`config.mk`:
```
export PLATFORM = sky130hd
export DESIGN_NAME = ext_bus_seq
export DESIGN_NICKNAME = d
export VERILOG_FILES = /design/src/rtl/ext_bus_seq.sv
export SDC_FILE = /design/constraint.sdc
export NUM_CORES = 1
export LEC_CHECK = 0
export ABC_CLOCK_PERIOD_IN_PS = 3660
export BUFFER_PORTS_ARGS = -buffer_cell sky130_fd_sc_hd__buf_4
export CORE_ASPECT_RATIO = 0.8
export CORE_MARGIN = 2
export CORE_UTILIZATION = 43
export CTS_CLUSTER_DIAMETER = 80
export CTS_CLUSTER_SIZE = 12
export DETAILED_ROUTE_END_ITERATION = 10
export HOLD_SLACK_MARGIN = 0.03
export PLACE_DENSITY_LB_ADDON = 0.12
export SLEW_MARGIN = 20
export SYNTH_ARGS = -nofsm -noshare
export SYNTH_HDL_FRONTEND = slang
export SYNTH_SLANG_ARGS = --single-unit
```
`constraint.sdc`:
```
create_clock -name clk -period 3.66 [get_ports clk]
set_input_delay 0.366 -clock clk [delete_from_list [all_inputs] [get_ports clk]]
set_output_delay 0.366 -clock clk [all_outputs]
set_load 0.02 [all_outputs]
```
`src/rtl/ext_bus_seq.sv`:
```
module ext_bus_seq #(
  parameter int ADDR_W = 12,
  parameter int DATA_W = 16,
  parameter int ZONE_W = 3,
  parameter int LEAD_W = 2,
  parameter int ACT_W  = 3,
  parameter int TRL_W  = 2,
  parameter int IDLE_W = 3,
  parameter int CFG_W  = 2 * (LEAD_W + ACT_W + TRL_W) + 3
) (
  input  logic                     clk,
  input  logic                     rst_n,
  input  logic                     cfg_we,
  input  logic [ZONE_W:0]          cfg_sel,
  input  logic [CFG_W-1:0]         cfg_wdata,
  input  logic                     req,
  input  logic                     req_we,
  input  logic [ADDR_W-1:0]        req_addr,
  input  logic [DATA_W-1:0]        req_wdata,
  output logic                     ack,
  output logic [DATA_W-1:0]        rdata,
  output logic [(1<<ZONE_W)-1:0]   cs_n,
  output logic                     rd_n,
  output logic                     wr_n,
  output logic [ADDR_W-ZONE_W-1:0] bus_addr,
  output logic [DATA_W-1:0]        bus_wdata,
  output logic                     bus_wdata_oe,
  input  logic [DATA_W-1:0]        bus_rdata,
  input  logic                     bus_ready
);
  localparam int NZ    = 1 << ZONE_W;
  localparam int OFS_W = ADDR_W - ZONE_W;
  localparam int CW    = ACT_W + 2;
  localparam int CNT_W = (CW > IDLE_W) ? CW : IDLE_W;
  localparam int RL_O  = 0;
  localparam int RA_O  = RL_O + LEAD_W;
  localparam int RT_O  = RA_O + ACT_W;
  localparam int WL_O  = RT_O + TRL_W;
  localparam int WA_O  = WL_O + LEAD_W;
  localparam int WT_O  = WA_O + ACT_W;
  localparam int DB_O  = WT_O + TRL_W;
  localparam int RE_O  = DB_O + 1;
  localparam int RM_O  = DB_O + 2;
  localparam int GL_W  = ZONE_W + IDLE_W + 1;
  localparam logic [CFG_W-1:0] DEF_CFG =
      (CFG_W'(2) << RL_O) | (CFG_W'(3) << RA_O) | (CFG_W'(2) << RT_O) |
      (CFG_W'(2) << WL_O) | (CFG_W'(3) << WA_O) | (CFG_W'(2) << WT_O);

  typedef enum logic [2:0] {S_IDLE, S_GAP, S_LEAD, S_ACT, S_TRL, S_DONE} st_t;

  logic [CFG_W-1:0]  zcfg [NZ];
  logic [ZONE_W-1:0] bank_zone;
  logic [IDLE_W-1:0] idle_len;
  logic              div2;

  always_ff @(posedge clk) begin
    if (!rst_n) begin
      for (int i = 0; i < NZ; i++) zcfg[i] <= DEF_CFG;
      bank_zone <= '0;
      idle_len  <= IDLE_W'(2);
      div2      <= 1'b0;
    end else if (cfg_we) begin
      if (cfg_sel[ZONE_W]) {div2, idle_len, bank_zone} <= cfg_wdata[GL_W-1:0];
      else                 zcfg[cfg_sel[ZONE_W-1:0]]   <= cfg_wdata;
    end
  end

  logic tick_ff, tick;
  always_ff @(posedge clk) begin
    if (!rst_n || !div2) tick_ff <= 1'b0;
    else                 tick_ff <= ~tick_ff;
  end
  assign tick = ~div2 | tick_ff;

  logic rs1, rs2;
  always_ff @(posedge clk) begin
    if (!rst_n) {rs2, rs1} <= 2'b00;
    else        {rs2, rs1} <= {rs1, bus_ready};
  end

  st_t               st;
  logic [CNT_W-1:0]  cnt;
  logic [CFG_W-1:0]  a_cfg;
  logic [ZONE_W-1:0] a_zone, prev_zone;
  logic              a_we, prev_valid;
  logic [OFS_W-1:0]  a_ofs;
  logic [DATA_W-1:0] a_wdata;

  logic [LEAD_W-1:0] lead_f;
  logic [ACT_W-1:0]  act_f;
  logic [TRL_W-1:0]  trl_f;
  logic [CNT_W-1:0]  lead_n, act_n, trl_n, lim;
  logic              dbl, ren, rdy_use, last, rdy_ok, need_gap;
  logic [ZONE_W-1:0] req_zone;

  assign lead_f  = a_we ? a_cfg[WL_O +: LEAD_W] : a_cfg[RL_O +: LEAD_W];
  assign act_f   = a_we ? a_cfg[WA_O +: ACT_W]  : a_cfg[RA_O +: ACT_W];
  assign trl_f   = a_we ? a_cfg[WT_O +: TRL_W]  : a_cfg[RT_O +: TRL_W];
  assign dbl     = a_cfg[DB_O];
  assign ren     = a_cfg[RE_O];
  assign rdy_use = a_cfg[RM_O] ? rs2 : bus_ready;

  assign lead_n = (lead_f == '0 ? CNT_W'(1) : CNT_W'(lead_f)) << dbl;
  assign act_n  = (act_f  == '0 ? CNT_W'(1) : CNT_W'(act_f))  << dbl;
  assign trl_n  = CNT_W'(trl_f) << dbl;

  always_comb begin
    case (st)
      S_GAP:   lim = CNT_W'(idle_len);
      S_LEAD:  lim = lead_n;
      S_ACT:   lim = act_n;
      S_TRL:   lim = trl_n;
      default: lim = CNT_W'(1);
    endcase
  end

  assign last     = (cnt == lim - CNT_W'(1));
  assign rdy_ok   = ~ren | rdy_use;
  assign req_zone = req_addr[ADDR_W-1 -: ZONE_W];
  assign need_gap = prev_valid && (prev_zone == bank_zone) &&
                    (req_zone != prev_zone) && (idle_len != '0);

  always_ff @(posedge clk) begin
    if (!rst_n) begin
      st         <= S_IDLE;
      cnt        <= '0;
      a_cfg      <= DEF_CFG;
      a_zone     <= '0;
      a_we       <= 1'b0;
      a_ofs      <= '0;
      a_wdata    <= '0;
      prev_zone  <= '0;
      prev_valid <= 1'b0;
      rdata      <= '0;
    end else if (st == S_DONE) begin
      st <= S_IDLE;
    end else if (tick) begin
      case (st)
        S_IDLE: if (req) begin
          a_cfg      <= zcfg[req_zone];
          a_zone     <= req_zone;
          a_we       <= req_we;
          a_ofs      <= req_addr[OFS_W-1:0];
          a_wdata    <= req_wdata;
          prev_zone  <= req_zone;
          prev_valid <= 1'b1;
          cnt        <= '0;
          st         <= need_gap ? S_GAP : S_LEAD;
        end
        S_GAP, S_LEAD, S_TRL: begin
          if (last) begin
            cnt <= '0;
            st  <= (st == S_GAP) ? S_LEAD : (st == S_LEAD) ? S_ACT : S_DONE;
          end else begin
            cnt <= cnt + CNT_W'(1);
          end
        end
        S_ACT: begin
          if (!last) begin
            cnt <= cnt + CNT_W'(1);
          end else if (rdy_ok) begin
            cnt <= '0;
            if (!a_we) rdata <= bus_rdata;
            st <= (trl_n == '0) ? S_DONE : S_TRL;
          end
        end
        default: st <= S_IDLE;
      endcase
    end
  end

  logic in_bus;
  assign in_bus       = (st == S_LEAD) || (st == S_ACT) || (st == S_TRL);
  assign cs_n         = in_bus ? ~(NZ'(1) << a_zone) : '1;
  assign rd_n         = ~((st == S_ACT) && !a_we);
  assign wr_n         = ~((st == S_ACT) && a_we);
  assign bus_addr     = a_ofs;
  assign bus_wdata    = a_wdata;
  assign bus_wdata_oe = in_bus && a_we;
  assign ack          = (st == S_DONE);
endmodule

```
Yosys cells after proc, flatten, opt, wreduce, memory -nomap -nowiden
Memory sizes are Yosys's and may differ from the RTL's. A register that Yosys moved wholly into a read port is not among the register bits.
Cells that the tools add are included.
{"block": "totals", "memories": 1, "reg_bits": 64, "mem_bits_rw": 136}
{"memory": "zcfg", "depth": 8, "word_bits": 17, "read_ports": 1, "rd_clocked_by_memory_dff": 1, "wr": 8, "line_no": "51", "rtl": "logic [CFG_W-1:0] zcfg [NZ];"}
{"block": "classes", "muxes": 30, "shift": 4, "n_eq_ne": 13, "add_sub_neg": 2, "bitwise_logic": 11, "reduce_logical": 27}
{"op": "3-bit two-way mux", "n": 9}
{"op": "5-bit two-way mux", "n": 4}
{"op": "5-bit case mux with 4 select lines", "n": 1}
{"op": "17-bit two-way mux", "n": 1}
{"op": "17-bit OR reduction", "n": 1}
{"op": "5-bit case mux with 3 select lines", "n": 1}
{"op": "5-bit AND reduction", "n": 2}
{"op": "2-bit by 1-bit << shifter with 5-bit output", "n": 2}
{"op": "3-bit case mux with 3 select lines", "n": 1}
{"op": "1-bit two-way mux", "n": 8}
{"op": "2-bit two-way mux", "n": 4}
{"op": "8-bit two-way mux", "n": 1}
{"op": "2-bit inequality test, second input constant", "n": 4}
{"op": "1-bit inverter", "n": 8}
{"op": "8-bit inverter", "n": 1}
{"op": "1-bit by 3-bit << shifter with 8-bit output, first input constant", "n": 1}
{"op": "3-bit by 2-bit equality test with 1-bit output, second input constant", "n": 2}
{"op": "3-bit equality test, second input constant", "n": 2}
{"op": "1-bit logical AND", "n": 6}
{"op": "3-bit logical NOT", "n": 2}
{"op": "6-bit AND reduction", "n": 1}
{"op": "3-bit nonzero test", "n": 2}
{"op": "5-bit by 1-bit adder with 5-bit output, second input constant", "n": 1}
{"op": "5-bit equality test", "n": 1}
{"op": "15 further kinds", "n": 21}

Depth between registers and ports, before layout
{"block": "logic_depth", "depth_word": 9, "depth_mapped": 17, "mapped_depth_nobuf": 15}

Least setup slack after synthesis
OpenSTA, ideal clock, no wires.
{"block": "synth_path", "path_kind": "reg2reg", "from": "register st[2]", "to": "register rdata[0]", "path_slack_ns": -0.180, "path_stages_with_launch": 18, "required_time_ns": 3.544, "period_less_slack_ns": 3.840, "setup_ns": 0.116, "t_arrival_ns": 3.724, "cell_sequence": "dfxtp_1 -> buf_4 -> and3b_1 -> buf_2 -> mux4_2 -> nand2_1 -> nand2_1 -> a21oi_1 -> ha_1 -> nand2_1 -> nor4_1 -> nor3_1 -> a211oi_1 -> nor2_1 -> nor4_4 -> buf_6 -> mux2i_1 -> nor2b_1"}
{"block": "synth_via", "elab_chain_cells": 5, "word_cells_on_any_way": 10, "cone_classes": "1 x add/sub; 6 x eq/ne; 1 x mux; 1 x bitwise; 1 x reduce/logical"}
{"element": "start, declared", "line_no": "81", "rtl": "st_t st;"}
{"element": "start signal, assigned", "line_no": "148", "rtl": "st <= need_gap ? S_GAP : S_LEAD;"}
{"element": "start signal, assigned", "line_no": "153", "rtl": "st <= (st == S_GAP) ? S_LEAD : (st == S_LEAD) ? S_ACT : S_DONE;"}
{"element": "start signal, assigned", "line_no": "164", "rtl": "st <= (trl_n == '0) ? S_DONE : S_TRL;"}
{"element": "3-bit equality test (tied with other cells)", "line_no": "108", "rtl": "case (st)"}
{"element": "5-bit case mux with 4 select lines", "line_no": "108"}
{"element": "5-bit by 1-bit subtractor with 5-bit output", "line_no": "117", "rtl": "assign last = (cnt == lim - CNT_W'(1));"}
{"element": "5-bit equality test", "line_no": "117"}
{"element": "6-bit AND reduction (no line) *"}
{"element": "end signal, assigned", "line_no": "163", "rtl": "if (!a_we) rdata <= bus_rdata;"}
{"element": "end, declared", "line_no": "21", "rtl": "output logic [DATA_W-1:0] rdata,"}
Mark *: on every way between the ends. The rest lies on a longest branch, timed or not.
A chain may end at the register's enable or synchronous reset.

Worst setup path in the final report
{"block": "layout_path", "from": "register st[2]", "to": "register st[0]"}
{"block": "layout_via", "elab_chain_cells": 6, "word_cells_on_any_way": 19, "cone_classes": "1 x add/sub; 10 x eq/ne; 4 x mux; 4 x reduce/logical"}
{"element": "3-bit equality test (tied with other cells)", "line_no": "108, 138"}
{"element": "5-bit case mux with 4 select lines", "line_no": "108"}
{"element": "5-bit by 1-bit subtractor with 5-bit output", "line_no": "117"}
{"element": "5-bit equality test", "line_no": "117"}
{"element": "2-bit inequality test (no line)"}
{"element": "5-bit AND reduction (no line)"}
Several ways; a longest one is shown, not always the timed one. The select of a mux whose other input is x is not followed.

==> reports/qor.csv <==
stage,metric,value,unit
placed_design,Final Wtd Congestion,0.772,
run_status,run status,"complete, no violations",
layout,Final Net Count,1019,
power,LEAKAGE,4.48,nW
power,Reg power frac,43.2,%
floorplan,num rows,49,
sta,RSZ-0062 raised after global routing,true,
layout,"commonest non-fill, non-tap cell in the layout",buf_4,
routing,drt wl/cell,19.9,µm
global_route,largest net degree at the start of global routing,91,
global_route,GRT Total Usage,20.7,%
clocking,CTS tree,built,
routing,vias per cell,5.32,
floorplan,chip width,174,µm
layout,# diodes,0,
routing,via count,6730,
synth,"area leader, netlist",edfxtp_1,
placed_design,DP Area,11400,µm²
floorplan,core area,22600,µm²
power,Sw Pwr,2.13,mW
layout,most frequent cells in the layout,"buf_4, edfxtp_1, nand2_1",
synth,post-synthesis sequential area ratio,57.2,%
sta,period utilization,95.6,%
synth,"top cells by area, synth","edfxtp_1, dfxtp_1, mux4_2",
clocking,Clock Sinks,217,
worst_setup_path,"Arr. time, crit path",3890,ps
worst_setup_path,CP cell instances,buf_6 -> nand2b_1 -> or3_1 -> o22ai_2 -> a21oi_2 -> ha_2 -> buf_4 -> xnor2_1 -> nor2_2 -> a2bb2oi_1 -> a211oi_2 -> nor2_4 -> o31a_1 -> o41ai_2 -> mux2_1,
sta,relative slew slack,39.4,%
clocking,clk buf depth,3,
routing,DRC Markers,0,
floorplan,Top Ports,124,
global_route,global-route wire length before repair,39300,µm
synth,syn_area_per_cell,12.1,µm²
hold_path,Hold Crit Depth,2,
routing,Total Wirelength,25200,µm
sta,Fin. Hold Viols,0,
worst_setup_path,slowest CP cell,or3_1,
clocking,clock-pin slew on the worst setup and hold paths,70,ps
placed_design,PortBufs,123,
worst_setup_path,Max stage delay on crit path,360,ps
worst_setup_path,CP endpoint kind,flop,
synth,#FFs+latches synth,217,
routing,initial DRC count,458,
worst_setup_path,worst r2r path cells,15,
synth,Synth async-reset ratio,0,%
synth,syn nets,895,
sta,endpoints failing setup,0,
global_route,GR Overflow Total,0,
sta,Worst Skew,18.2,ps
global_route,vias in the first global route,6765,
floorplan,die area,24400,µm²
worst_setup_path,worst path required time,4050,ps
hold_path,Min-Delay Path Class,in -> reg,
synth,top cell type's share of synthesized area,40.9,%
sta,Worst Tran Pin Value,910,ps
synth,number of synthesized flops with an enable pin,136,
clocking,Inserted Clock Buffers,22,
synth,top_reg_cell synth,edfxtp_1,
power,internal power,4.72,mW
clocking,Root Driver,clkbuf_16,
clocking,Worst-Skew Late Latency,510,ps
layout,Synth-to-Final Area Change,21.3,%
sta,minimum clock period,3500,ps
layout,fraction of layout cells with a size suffix above 1,26.4,%
global_route,initial antenna violation count,0,
sta,max-slew violations,0,
sta,final setup TNS,0,ps
power,sw frac,31.1,%
floorplan,Die H,140,µm
power,total power divided by cell area,566,nW/µm²
routing,antenna-violating nets left,0,
power,Max VDD drop,0.000357,V
floorplan,Starting Density,44.1,%
synth,Gate Count Post-Synth,822,
worst_setup_path,Crit Path Max Fanout,18,
routing,DR pass1 iterations,5,
power,Comb pwr share,26.8,%
worst_setup_path,critical path class,reg -> reg,
clocking,htree depth,1,
power,clock network power share,30.0,%
layout,Final Cell Area,12100,µm²
sta,fmax,286,MHz
synth,Unique masters post-synth,62,
flow_run,max_cap viols,0,
synth,synthesized area,9980,µm²
synth,YS warnings,0,
worst_setup_path,kind of start point of the critical path,flop,
placed_design,post-DP HPWL,16300,µm
cell usage after synthesis (3+ instances only):
| master | instances |
|---|---|
| xor2_1 | 7 |
| nor2b_1 | 23 |
| or3_1 | 50 |
| clkbuf_1 | 45 |
| nor4_1 | 3 |
| nor2_1 | 26 |
| a21boi_0 | 36 |
| o31ai_1 | 3 |
| and2_1 | 76 |
| nor3_1 | 7 |
| mux4_2 | 36 |
| nand2_1 | 107 |
| nand3_1 | 15 |
| and3_1 | 3 |
| mux2i_1 | 39 |
| o21ai_0 | 10 |
| dfxtp_1 | 81 |
| o211a_1 | 9 |
| a21oi_1 | 10 |
| edfxtp_1 | 136 |
| inv_1 | 3 |
| mux2_1 | 3 |
| xnor2_1 | 4 |
| buf_1 | 8 |
| o211ai_1 | 9 |
| nand2b_1 | 25 |
| a22o_1 | 3 |
registers in the layout, indices dropped and copies added, names as in the netlist:
signal	flops
tick_ff	1
prev_valid	1
bus_addr	9
zcfg	136
rs1	1
bank_zone	3
st	3
prev_zone	3
div2	1
a_we	1
idle_len	3
a_cfg	17
cnt	5
rdata	16
rs2	1
bus_wdata	16
metal layers:
| layer | GRT usage [%] | vias to the layer above | routed length [µm] |
|---|---|---|---|
| met5 | 0 | - | 0 |
| met4 | 3.89 | 0 | 375 |
| met3 | 2.99 | 31 | 1070 |
| met2 | 32.5 | 151 | 11600 |
| met1 | 30.9 | 3310 | 12100 |
| li1 | - | 3238 | - |
worst paths after layout:
path	startpoint	endpoint	slack [ps]
setup / recovery	st[2]	st[0]	160
hold / removal	bus_ready	rs1	90
setup reg to reg	st[2]	st[0]	160
hold reg to reg	rs1	rs2	430
critical path: cells and delay by family, from the launching register on:
kind	cells	cell delay, ps
multiplexers	1	360
flip-flops	1	310
adder cells (fa/ha/maj)	1	210
AND/OR/NAND/NOR	4	790
AO/OA/AOI/OAI	6	1310
XOR/XNOR	1	130
buffers and inverters	2	290
final cells by class:
type                    instances  area, µm²
clock inverters                 2       27.5
fillers                      1979      10500
repair buffers                157       1200
well taps                     306        383
clock buffers                  36        604
flip-flops and latches        217       5710
inverters                       3       11.3
multi-input cells             545       4170
per-stage QoR:
stage / utilization [%] / worst slack (ps) / hold slack, ps / total power, mW / instances
after detailed placement: 50.3 / 29.0 / 423 / 4.73 / 1226
after floorplan: - / 34.4 / 412 / 4.13 / 822
after CTS: 53.1 / 28.9 / 70.3 / 6.80 / 1264
final: 53.5 / 162 / 87.7 / 6.86 / 1266
after global placement: 50.3 / 150 / 415 / 4.71 / 1226
after global routing: 53.5 / -43.6 / 84.7 / 7.19 / 1266
power groups by stage:
stage	combinational [mW]	clock, mW	sequential [mW]
floorplan	1.09	0	3.05
global placement	1.71	0	3.00
detailed placement	1.72	0	3.01
CTS	1.73	2.11	2.96
global route	2.01	2.20	2.99
finish	1.84	2.06	2.96
cells by family after synthesis:
| group | synth area share (%) |
|---|---|
| buffers and inverters | 2.39 |
| adders and majority gates | 0.251 |
| xor gates and xnor gates | 0.965 |
| DFF | 57.2 |
| and+or+nand+nor | 18.8 |
| muxes | 12.5 |
| AOI/OAI and AO/OA | 7.87 |
what timing repair did:
action | in CTS | in global routing
endpoints found under the hold margin | 0 | 0
buffers inserted | 0 | 2
hold buffers | 0 | 0
setup endpoints to repair | 0 | 6
resized for setup | 0 | 18
(Power assumes the default switching activity.)
